### config.mk
export PLATFORM = sky130hd
export DESIGN_NAME = tsr_road_refiner
export DESIGN_NICKNAME = d
export VERILOG_FILES = /design/src/rtl/tsr_pkg.sv /design/src/rtl/tsr_node_eval.sv /design/src/rtl/tsr_leaf_pick.sv /design/src/rtl/tsr_ctrl.sv /design/src/rtl/tsr_road_refiner.sv
export SDC_FILE = /design/constraint.sdc
export NUM_CORES = 1
export LEC_CHECK = 0
export ABC_AREA = 1
export BUFFER_PORTS_ARGS = -buffer_cell sky130_fd_sc_hd__buf_2
export CAP_MARGIN = 10
export CORE_UTILIZATION = 40
export DETAILED_ROUTE_END_ITERATION = 10
export HOLD_SLACK_MARGIN = 0.15
export SLEW_MARGIN = 20
export SYNTH_ARGS = -nofsm -noshare
export SYNTH_HDL_FRONTEND = slang
export SYNTH_SLANG_ARGS = --single-unit
### constraint.sdc
create_clock -name clk -period 8.2 [get_ports clk]
set_input_delay 0.82 -clock clk [delete_from_list [all_inputs] [get_ports clk]]
set_output_delay 0.82 -clock clk [all_outputs]
set_load 0.02 [all_outputs]
### src/rtl/tsr_pkg.sv
package tsr_pkg;
  localparam int unsigned HALVES  = 2;
  localparam int unsigned LEAVES  = 4;
  localparam int unsigned IDX_W   = $clog2(LEAVES);

  typedef enum logic [1:0] {
    ST_IDLE = 2'd0,
    ST_HALF = 2'd1,
    ST_LEAF = 2'd2,
    ST_EMIT = 2'd3
  } tsr_state_e;
endpackage

### src/rtl/tsr_node_eval.sv
module tsr_node_eval #(
  parameter int unsigned LAYERS = 8,
  parameter int unsigned TH_W   = $clog2(LAYERS + 1)
) (
  input  logic [LAYERS-1:0] layer_en,
  input  logic [LAYERS-1:0] occ,
  input  logic [TH_W-1:0]   threshold,
  output logic              pass
);
  logic [TH_W-1:0] count;

  always_comb begin
    count = '0;
    for (int l = 0; l < LAYERS; l++) begin
      if (layer_en[l] && occ[l]) count = count + 1'b1;
    end
    pass = (count >= threshold);
  end
endmodule

### src/rtl/tsr_leaf_pick.sv
module tsr_leaf_pick #(
  parameter int unsigned N   = 4,
  parameter int unsigned IW  = $clog2(N)
) (
  input  logic [N-1:0]  pending,
  output logic [N-1:0]  onehot,
  output logic [IW-1:0] idx,
  output logic          last
);
  always_comb begin
    onehot = pending & (~pending + 1'b1);
    idx    = '0;
    for (int i = N - 1; i >= 0; i--) begin
      if (pending[i]) idx = IW'(i);
    end
    last = ((pending & ~onehot) == '0);
  end
endmodule

### src/rtl/tsr_ctrl.sv
module tsr_ctrl
  import tsr_pkg::*;
(
  input  logic       clk,
  input  logic       rst_n,
  input  logic       accept,
  input  logic       any_half,
  input  logic       any_leaf,
  input  logic       out_ready,
  input  logic       last_leaf,
  output tsr_state_e state
);
  tsr_state_e nxt;

  always_comb begin
    nxt = state;
    unique case (state)
      ST_IDLE: if (accept) nxt = ST_HALF;
      ST_HALF: nxt = any_half ? ST_LEAF : ST_IDLE;
      ST_LEAF: nxt = any_leaf ? ST_EMIT : ST_IDLE;
      ST_EMIT: if (out_ready && last_leaf) nxt = ST_IDLE;
      default: nxt = ST_IDLE;
    endcase
  end

  always_ff @(posedge clk) begin
    if (!rst_n) state <= ST_IDLE;
    else        state <= nxt;
  end
endmodule

### src/rtl/tsr_road_refiner.sv
module tsr_road_refiner
  import tsr_pkg::*;
#(
  parameter int unsigned LAYERS = 8,
  parameter int unsigned ROAD_W = 16,
  parameter int unsigned TH_W   = $clog2(LAYERS + 1)
) (
  input  logic                     clk,
  input  logic                     rst_n,
  input  logic [TH_W-1:0]          cfg_threshold,
  input  logic                     in_valid,
  output logic                     in_ready,
  input  logic [ROAD_W-1:0]        in_road_id,
  input  logic [LAYERS-1:0]        in_layer_map,
  input  logic [LEAVES*LAYERS-1:0] in_sub_map,
  output logic                     out_valid,
  input  logic                     out_ready,
  output logic [ROAD_W-1:0]        out_road_id,
  output logic [IDX_W*LAYERS-1:0]  out_sub_idx,
  output logic                     busy
);
  tsr_state_e               state;
  logic                     accept;
  logic [ROAD_W-1:0]        road_r;
  logic [LAYERS-1:0]        lmap_r;
  logic [LEAVES*LAYERS-1:0] sub_r;
  logic [TH_W-1:0]          thr_r;
  logic [HALVES-1:0]        half_pass, half_r;
  logic [LEAVES-1:0]        leaf_pass, leaf_keep, pend_r;
  logic [LEAVES-1:0]        pick_onehot;
  logic [IDX_W-1:0]         pick_idx;
  logic                     pick_last;

  assign in_ready = (state == ST_IDLE);
  assign busy     = ~in_ready;
  assign accept   = in_valid & in_ready;

  // first level: a half is occupied on a layer if either of its quarters is
  for (genvar h = 0; h < HALVES; h++) begin : g_half
    logic [LAYERS-1:0] occ;
    for (genvar l = 0; l < LAYERS; l++) begin : g_lay
      assign occ[l] = sub_r[LEAVES*l + 2*h] | sub_r[LEAVES*l + 2*h + 1];
    end
    tsr_node_eval #(.LAYERS(LAYERS), .TH_W(TH_W)) u_eval (
      .layer_en (lmap_r),
      .occ      (occ),
      .threshold(thr_r),
      .pass     (half_pass[h])
    );
  end

  // second level: each quarter, kept only below a surviving half
  for (genvar q = 0; q < LEAVES; q++) begin : g_leaf
    logic [LAYERS-1:0] occ;
    for (genvar l = 0; l < LAYERS; l++) begin : g_lay
      assign occ[l] = sub_r[LEAVES*l + q];
    end
    tsr_node_eval #(.LAYERS(LAYERS), .TH_W(TH_W)) u_eval (
      .layer_en (lmap_r),
      .occ      (occ),
      .threshold(thr_r),
      .pass     (leaf_pass[q])
    );
    assign leaf_keep[q] = leaf_pass[q] & half_r[q / 2];
  end

  tsr_leaf_pick #(.N(LEAVES), .IW(IDX_W)) u_pick (
    .pending(pend_r),
    .onehot (pick_onehot),
    .idx    (pick_idx),
    .last   (pick_last)
  );

  tsr_ctrl u_ctrl (
    .clk      (clk),
    .rst_n    (rst_n),
    .accept   (accept),
    .any_half (|half_pass),
    .any_leaf (|leaf_keep),
    .out_ready(out_ready),
    .last_leaf(pick_last),
    .state    (state)
  );

  always_ff @(posedge clk) begin
    if (!rst_n) begin
      road_r <= '0;
      lmap_r <= '0;
      sub_r  <= '0;
      thr_r  <= '0;
      half_r <= '0;
      pend_r <= '0;
    end else begin
      if (accept) begin
        road_r <= in_road_id;
        lmap_r <= in_layer_map;
        sub_r  <= in_sub_map;
        thr_r  <= cfg_threshold;
      end
      if (state == ST_HALF) half_r <= half_pass;
      if (state == ST_LEAF) pend_r <= leaf_keep;
      else if (state == ST_EMIT && out_ready) pend_r <= pend_r & ~pick_onehot;
    end
  end

  assign out_valid   = (state == ST_EMIT);
  assign out_road_id = road_r;
  for (genvar l = 0; l < LAYERS; l++) begin : g_out
    assign out_sub_idx[IDX_W*l +: IDX_W] = pick_idx;
  end
endmodule

==> run_results.csv, run 1 <==
group,metric,value,unit
cells_and_area,layout-drive-gt1-share,16.3,%
cells_and_area,nets,1322,
flow_run,drv.max_cap_violation_count,0,
timing,setup_viol_count_final,0,
worst_setup_path,cp_common_cell,"nand2_1",
synthesis,syn_area,6730,µm²
grt,top_usage_layer,"met2",
cells_and_area,postLayoutCoreUtil,46.2,%
power,pwr-share-clk,29.2,%
worst_setup_path,critPathArrivalTime,4930,ps
synthesis,yosysTopAreaCellShare,20.2,%
timing,period_minus_slack,4730,ps
min_path,hold_class,"reg -> reg",
drt,detail_route.iter0.violations,231,
synthesis,synthesis.instances,1123,
synthesis,yosysSeqAreaShare,20.2,%
synthesis,postSynth.asyncResetShare,0,%
synthesis,synth.distinct_cells,41,
die,boundary_pin_count,99,
worst_setup_path,cp_num_cells,28,
drt,ant_nets,0,
drt,drt-vias-per-instance,4.71,
synthesis,average_instance_area_after_synthesis,5.99,µm²
grt,met1_grt_util,24.0,%
die,rows,47,
die,chipHeight,132,µm
drt,drt-pass1-iter-count,5,
timing,grt_setup_unrepaired,"no",
synthesis,synth-edff-count,0,
clocking,post_cts_resized,0,
run_status,outcome,"completed",
clocking,post-cts-setup-buffers,0,
synthesis,synth_nets,1247,
synthesis,yosys_warnings,0,
timing,totalNegativeSetupSlack,0,ps
die,initial_core_util,40.7,%
timing,hold-worst-slack,479,ps
power,relative_contribution_of_combinational_cells_to_total_power,42.3,%
drt,post_drt_wl_per_cell,11.1,µm
power,ir_worst_vdd,0.000174,V
synthesis,postSynth.topFlopCell,"dfxtp_1",
cells_and_area,area.growth.synth_to_final,13.6,%
power,internal_power,0.000867,W
power,switching_part_of_the_total,41.3,%
power,p_leak,4.43,nW
die,dieWidth,132,µm
clocking,worst_skew_pair.late_latency,350,ps
worst_setup_path,cp_buf_inv_count,2,
grt,global_route_wire_length_before_repair,27300,µm
worst_setup_path,slowest_stage_cell_cp,"dfxtp_1",
timing,max_freq,212,MHz
synthesis,postSynthRegisterBits,68,
placement,routabilityCongestion,0.820,
worst_setup_path,worst_setup_path_start_kind,"flop",
power,power.share.sequential,28.6,%
clocking,cts_made_buffers,9,
timing,slew_headroom,30.0,%
placement,placed_cell_area,7310,µm²
cells_and_area,final_area,7640,µm²
die,design.die.area,17300,µm²
grt,pin_count_of_the_biggest_net_entering_global_routing,66,
clocking,cts_sinks,68,
drt,detailroute.via_count,6701,
clocking,cts_max_path_buffers,2,
timing,worst_pin_slew,1050,ps
clocking,clock_tree.root_cell,"clkbuf_16",
clocking,cts_tree,"yes",
grt,globalRoute.totalOverflow,0,
placement,io_buffer_count,98,
power,pwr_density_cell,193,nW/µm²
clocking,clkSlewWorstSetupHoldPaths,60,ps
clocking,htreeDepth,3,
grt,grtUsageMet3,4.48,%
die,core_area,16500,µm²
timing,fin_crit_sh,57.6,%
worst_setup_path,critical_path_peak_fanout,6,
clocking,cts-hold-fix-buffers,0,
drt,detail_route.wirelength,15800,µm
min_path,worst_hold_path.num_cells,2,
grt,grt_pass1_vias,6218,
synthesis,synth_largest_area_cell,"dfxtp_1",
worst_setup_path,timing.critical_path.required,8400,ps
grt,grtUsageTotal,18.9,%
timing,timing.final.max_slew_violations,0,
timing,final-hold-violation-count,0,
worst_setup_path,endpoint_kind,"flop",
power,switchingPower,0.000609,W
worst_setup_path,path_type_of_the_worst_setup_path,"reg -> reg",
grt,number_of_antenna_violations_at_the_first_check_in_global_routing,0,
drt,drt_drc_violations_left,0,
worst_setup_path,reg2reg_depth,28,
grt,groute.layer.met2.usage,32.2,%
timing,timing.clock.skew,12.1,ps
synthesis,synth_area_leaders,"dfxtp_1 (20%), nand2_1 (17%), ha_1 (11%)",
worst_setup_path,timing.critical_path.slowest_cell_delay,440,ps
placement,place.detailed.hpwl,12500,µm
worst_setup_path,critical-path-top-delay-family,"simple AND/OR/NAND/NOR gates",
==> cell families after synthesis <==
logic type	after synthesis	synth area share [%]
buffers and inverters	170	10.4
AOI/OAI and AO/OA	115	9.41
DFF	68	20.2
adders and majority gates	60	11.2
and+or+nand+nor	691	45.8
xor gates and xnor gates	19	2.98
==> per-layer routing <==
layer	wire (µm)	part of all wire [%]	up-vias
met5	0	0	-
met4	155	0.98	0
met3	824	5.2	13
met2	6840	43	145
met1	8000	51	2820
li1	-	-	3723
==> sequential cells by signal, summed over array words and instances, names as in the netlist <==
signal and flops:
half_r 2, lmap_r 8, out_road_id 16, pend_r 4, sub_r 32, thr_r 4
u_ctrl.state 2
==> worst min-delay path: cells and delay by family, from the launching register on <==
| family | cells | cell delay [ps] |
|---|---|---|
| flip-flops | 1 | 320 |
| AND/OR/NAND/NOR | 2 | 120 |
==> power by group through the flow <==
stage                     combinational [W]  clock [W]  sequential [W]
after global routing               0.000729   0.000451        0.000429
final                              0.000624   0.000430        0.000421
after CTS                          0.000631   0.000437        0.000422
after floorplan                    0.000503          0        0.000430
after detailed placement           0.000628          0        0.000429
after global placement             0.000621          0        0.000429
==> metrics by stage <==
step	instances	total power (W)	setup slack, ps
6_report	1424	0.00148	3470
5_1_grt	1423	0.00161	2930
4_1_cts	1423	0.00149	3410
3_5_place_dp	1407	0.00106	3440
3_3_place_gp	1407	0.00105	3510
2_1_floorplan	1123	0.000934	3970
==> synthesized netlist by cell type (all sizes together) (4+ instances only) <==
library cell,n
o21a,7
and2,6
nor2,170
a21oi,19
clkbuf,19
xnor2,4
o21ai,75
xor2,15
nand3,125
or2,13
nand4,18
dfxtp,68
buf,16
o211ai,4
nand3b,5
inv,133
nand2,352
ha,60
==> cell type report <==
type | instances | area, µm²
Fill cell | 1738 | 8880
Sequential cell | 68 | 1360
Antenna cell | 1 | 2.50
Multi-Input combinational cell | 885 | 4670
Timing Repair Buffer | 99 | 498
Tap cell | 220 | 275
Clock buffer | 9 | 225
Inverter | 135 | 509
Clock inverter | 7 | 98.8
==> layout by cell type (no fill, tap or decap), drive strengths merged, types with 5 or more instances in the layout <==
master,netlist,routed
or2,13,13
clkinv,2,5
buf,16,99
and2,6,6
o21ai,75,75
o21a,7,7
a21oi,19,19
inv,133,134
nor2,170,170
nand2,352,352
dfxtp,68,68
nand3b,5,5
clkbuf,19,9
ha,60,60
nand3,125,125
nand4,18,18
xor2,15,15
==> worst paths after layout <==
check,startpoint,end,slack (ps)
setup reg to reg,lmap_r[0],u_ctrl.state[1],3470
setup / recovery,lmap_r[0],u_ctrl.state[1],3470
hold reg to reg,out_road_id[15],out_road_id[15],480
hold / removal,out_road_id[15],out_road_id[15],480
Note: power is estimated with default switching activity, not from simulation.
==> run 2, diff against run 1 <==
- clock period: 8.2 -> 4.9 ns (I/O delays scaled with it)
==> run 2 against run 1 <==
Effect of this change: utilization increased by 0.23 points; sequential cell count unchanged; critical endpoint unchanged; clock skew decreased by 6.7 ps; sequential power increased by 68%; combinational power increased by 70%; final area increased by 0.51%; count of clock-buffer cells in the layout unchanged; via count decreased by 0.66%; register-to-register slack got worse by 3100 ps; highest routed layer unchanged; global-route usage decreased by 0.071 points; worst setup slack got worse by 3100 ps; routed wire length increased by 0.27%.
==> run_results.csv, run 2 (synthesized netlist as in run 1, its figures left out) <==
group,metric,value,unit
drt,drt-vias-per-instance,4.67,
clocking,cts_tree,"yes",
timing,fin_crit_sh,92.9,%
grt,globalRoute.totalOverflow,0,
worst_setup_path,timing.critical_path.slowest_cell_delay,390,ps
worst_setup_path,timing.critical_path.required,5110,ps
cells_and_area,area.growth.synth_to_final,14.2,%
power,internal_power,0.00145,W
clocking,clkSlewWorstSetupHoldPaths,60,ps
power,ir_worst_vdd,0.000294,V
timing,totalNegativeSetupSlack,0,ps
worst_setup_path,worst_setup_path_start_kind,"flop",
power,relative_contribution_of_combinational_cells_to_total_power,43.0,%
power,p_leak,4.43,nW
cells_and_area,largest_register_ffs,32,
timing,timing.clock.skew,5.46,ps
timing,setup_viol_count_final,0,
clocking,cts_made_buffers,9,
worst_setup_path,critPathArrivalTime,4760,ps
clocking,htreeDepth,3,
timing,timing.final.max_slew_violations,0,
timing,worst_pin_slew,947,ps
grt,grtUsageTotal,18.8,%
power,power.share.sequential,28.7,%
timing,max_freq,220,MHz
placement,routabilityCongestion,0.822,
clocking,cts_max_path_buffers,2,
placement,place.detailed.hpwl,12500,µm
clocking,worst_skew_pair.late_latency,340,ps
cells_and_area,registers.top_by_ff_count,"sub_r",
clocking,clock_tree.root_cell,"clkbuf_16",
power,pwr-share-clk,28.2,%
placement,placed_cells,1408,
timing,period_minus_slack,4550,ps
die,core_area,16500,µm²
grt,grt_pass1_vias,5976,
die,dieWidth,132,µm
grt,number_of_antenna_violations_at_the_first_check_in_global_routing,0,
cells_and_area,layout-drive-gt1-share,17.2,%
die,boundary_pin_count,99,
clocking,cts_sinks,68,
die,design.die.area,17300,µm²
grt,pin_count_of_the_biggest_net_entering_global_routing,66,
drt,detail_route.wirelength,15900,µm
run_status,outcome,"completed",
timing,slew_headroom,36.9,%
placement,io_buffer_count,98,
power,switchingPower,0.00101,W
worst_setup_path,cp_common_cell,"nand2_1",
drt,detailroute.via_count,6657,
cells_and_area,finalNonFillerCells,1424,
drt,post_drt_wl_per_cell,11.1,µm
min_path,hold_class,"in -> reg",
worst_setup_path,slowest_stage_cell_cp,"dfxtp_2",
drt,drt-pass1-iter-count,7,
cells_and_area,most_common_library_cell_in_the_layout_ignoring_fill_and_taps,"nand2_1",
die,initial_core_util,40.7,%
die,chipHeight,132,µm
drt,drt_drc_violations_left,0,
die,rows,47,
cells_and_area,mostFrequentLayoutCells,"nand2_1 (304), nor2_1 (166), inv_1 (122), nand3_1 (114), buf_2 (98)",
flow_run,drv.max_cap_violation_count,0,
worst_setup_path,critical_path_peak_fanout,6,
drt,ant_nets,0,
grt,global_route_wire_length_before_repair,27000,µm
power,switching_part_of_the_total,41.0,%
cells_and_area,nets,1324,
power,pwr_density_cell,321,nW/µm²
worst_setup_path,path_type_of_the_worst_setup_path,"reg -> reg",
timing,final-hold-violation-count,0,
cells_and_area,n_antenna_cell,0,
drt,detail_route.iter0.violations,253,
worst_setup_path,endpoint_kind,"flop",
-- run 2: cell types whose count changed in the layout (fill, tap and decap cells not counted), moves of 2 or more --
cell	change
nand2_1	-6
clkinv_4	-2
nand2_2	+6
dfxtp_2	+2
buf_4	+2
o21ai_1	+2
o21ai_0	-2
dfxtp_1	-2
-- run 2: power groups by stage --
stage,registers (W),clock network (W),logic [W]
finish,0.000707,0.000696,0.00106
floorplan,0.000720,0,0.000842
CTS,0.000707,0.000716,0.00106
global route,0.000720,0.000738,0.00123
detailed placement,0.000718,0,0.00106
global placement,0.000717,0,0.00104
-- run 2: final timing paths --
| check | startpoint | endpoint | slack (ps) | depth (start not counted) |
|---|---|---|---|---|
| hold reg to reg | out_road_id[7] | out_road_id[7] | 480 | 2 |
| setup / recovery | lmap_r[0] | u_ctrl.state[1] | 350 | 29 |
| setup reg to reg | lmap_r[0] | u_ctrl.state[1] | 350 | 29 |
| hold / removal | in_sub_map[11] | sub_r[11] | 400 | 3 |
-- run 2: layout make-up --
type	instances	area [µm²]
Clock buffer	9	225
Fill cell	1799	8850
Tap cell	220	275
Timing Repair Buffer	101	513
Clock inverter	6	88.8
Sequential cell	68	1360
Inverter	135	510
Multi-Input combinational cell	885	4700
-- run 2: per-layer routing --
layer,global-route usage [%],wire length [µm],vias up
met5,0,0,-
met4,4.07,83,0
met3,4.63,805,4
met2,30.9,6980,125
met1,24.9,7990,2804
li1,-,-,3724
-- run 2: repair_timing --
item / CTS / global route
hold buffers: 0 / 0
setup buffers: 0 / 1
gates resized for setup: 0 / 12
endpoints found under the setup margin: 0 / 4
-- run 2: metrics by stage --
| step | instance area, µm² | util [%] | setup slack, ps | hold WS [ps] | total power, W |
|---|---|---|---|---|---|
| after floorplan | 6730 | - | 670 | 455 | 0.00156 |
| after global routing | 7680 | 46.5 | -17.2 | 397 | 0.00269 |
| after CTS | 7630 | 46.2 | 173 | 385 | 0.00249 |
| after global placement | 7320 | 44.3 | 284 | 459 | 0.00176 |
| after detailed placement | 7320 | 44.3 | 178 | 469 | 0.00177 |
| final | 7680 | 46.5 | 349 | 396 | 0.00246 |
-- run 2: critical path: cells and delay by family (launching register included) --
kind | cells | cell delay, ps
flip-flops | 1 | 390
buffers and inverters | 3 | 190
AO/OA/AOI/OAI | 3 | 410
adder cells (fa/ha/maj) | 5 | 1410
AND/OR/NAND/NOR | 18 | 2030
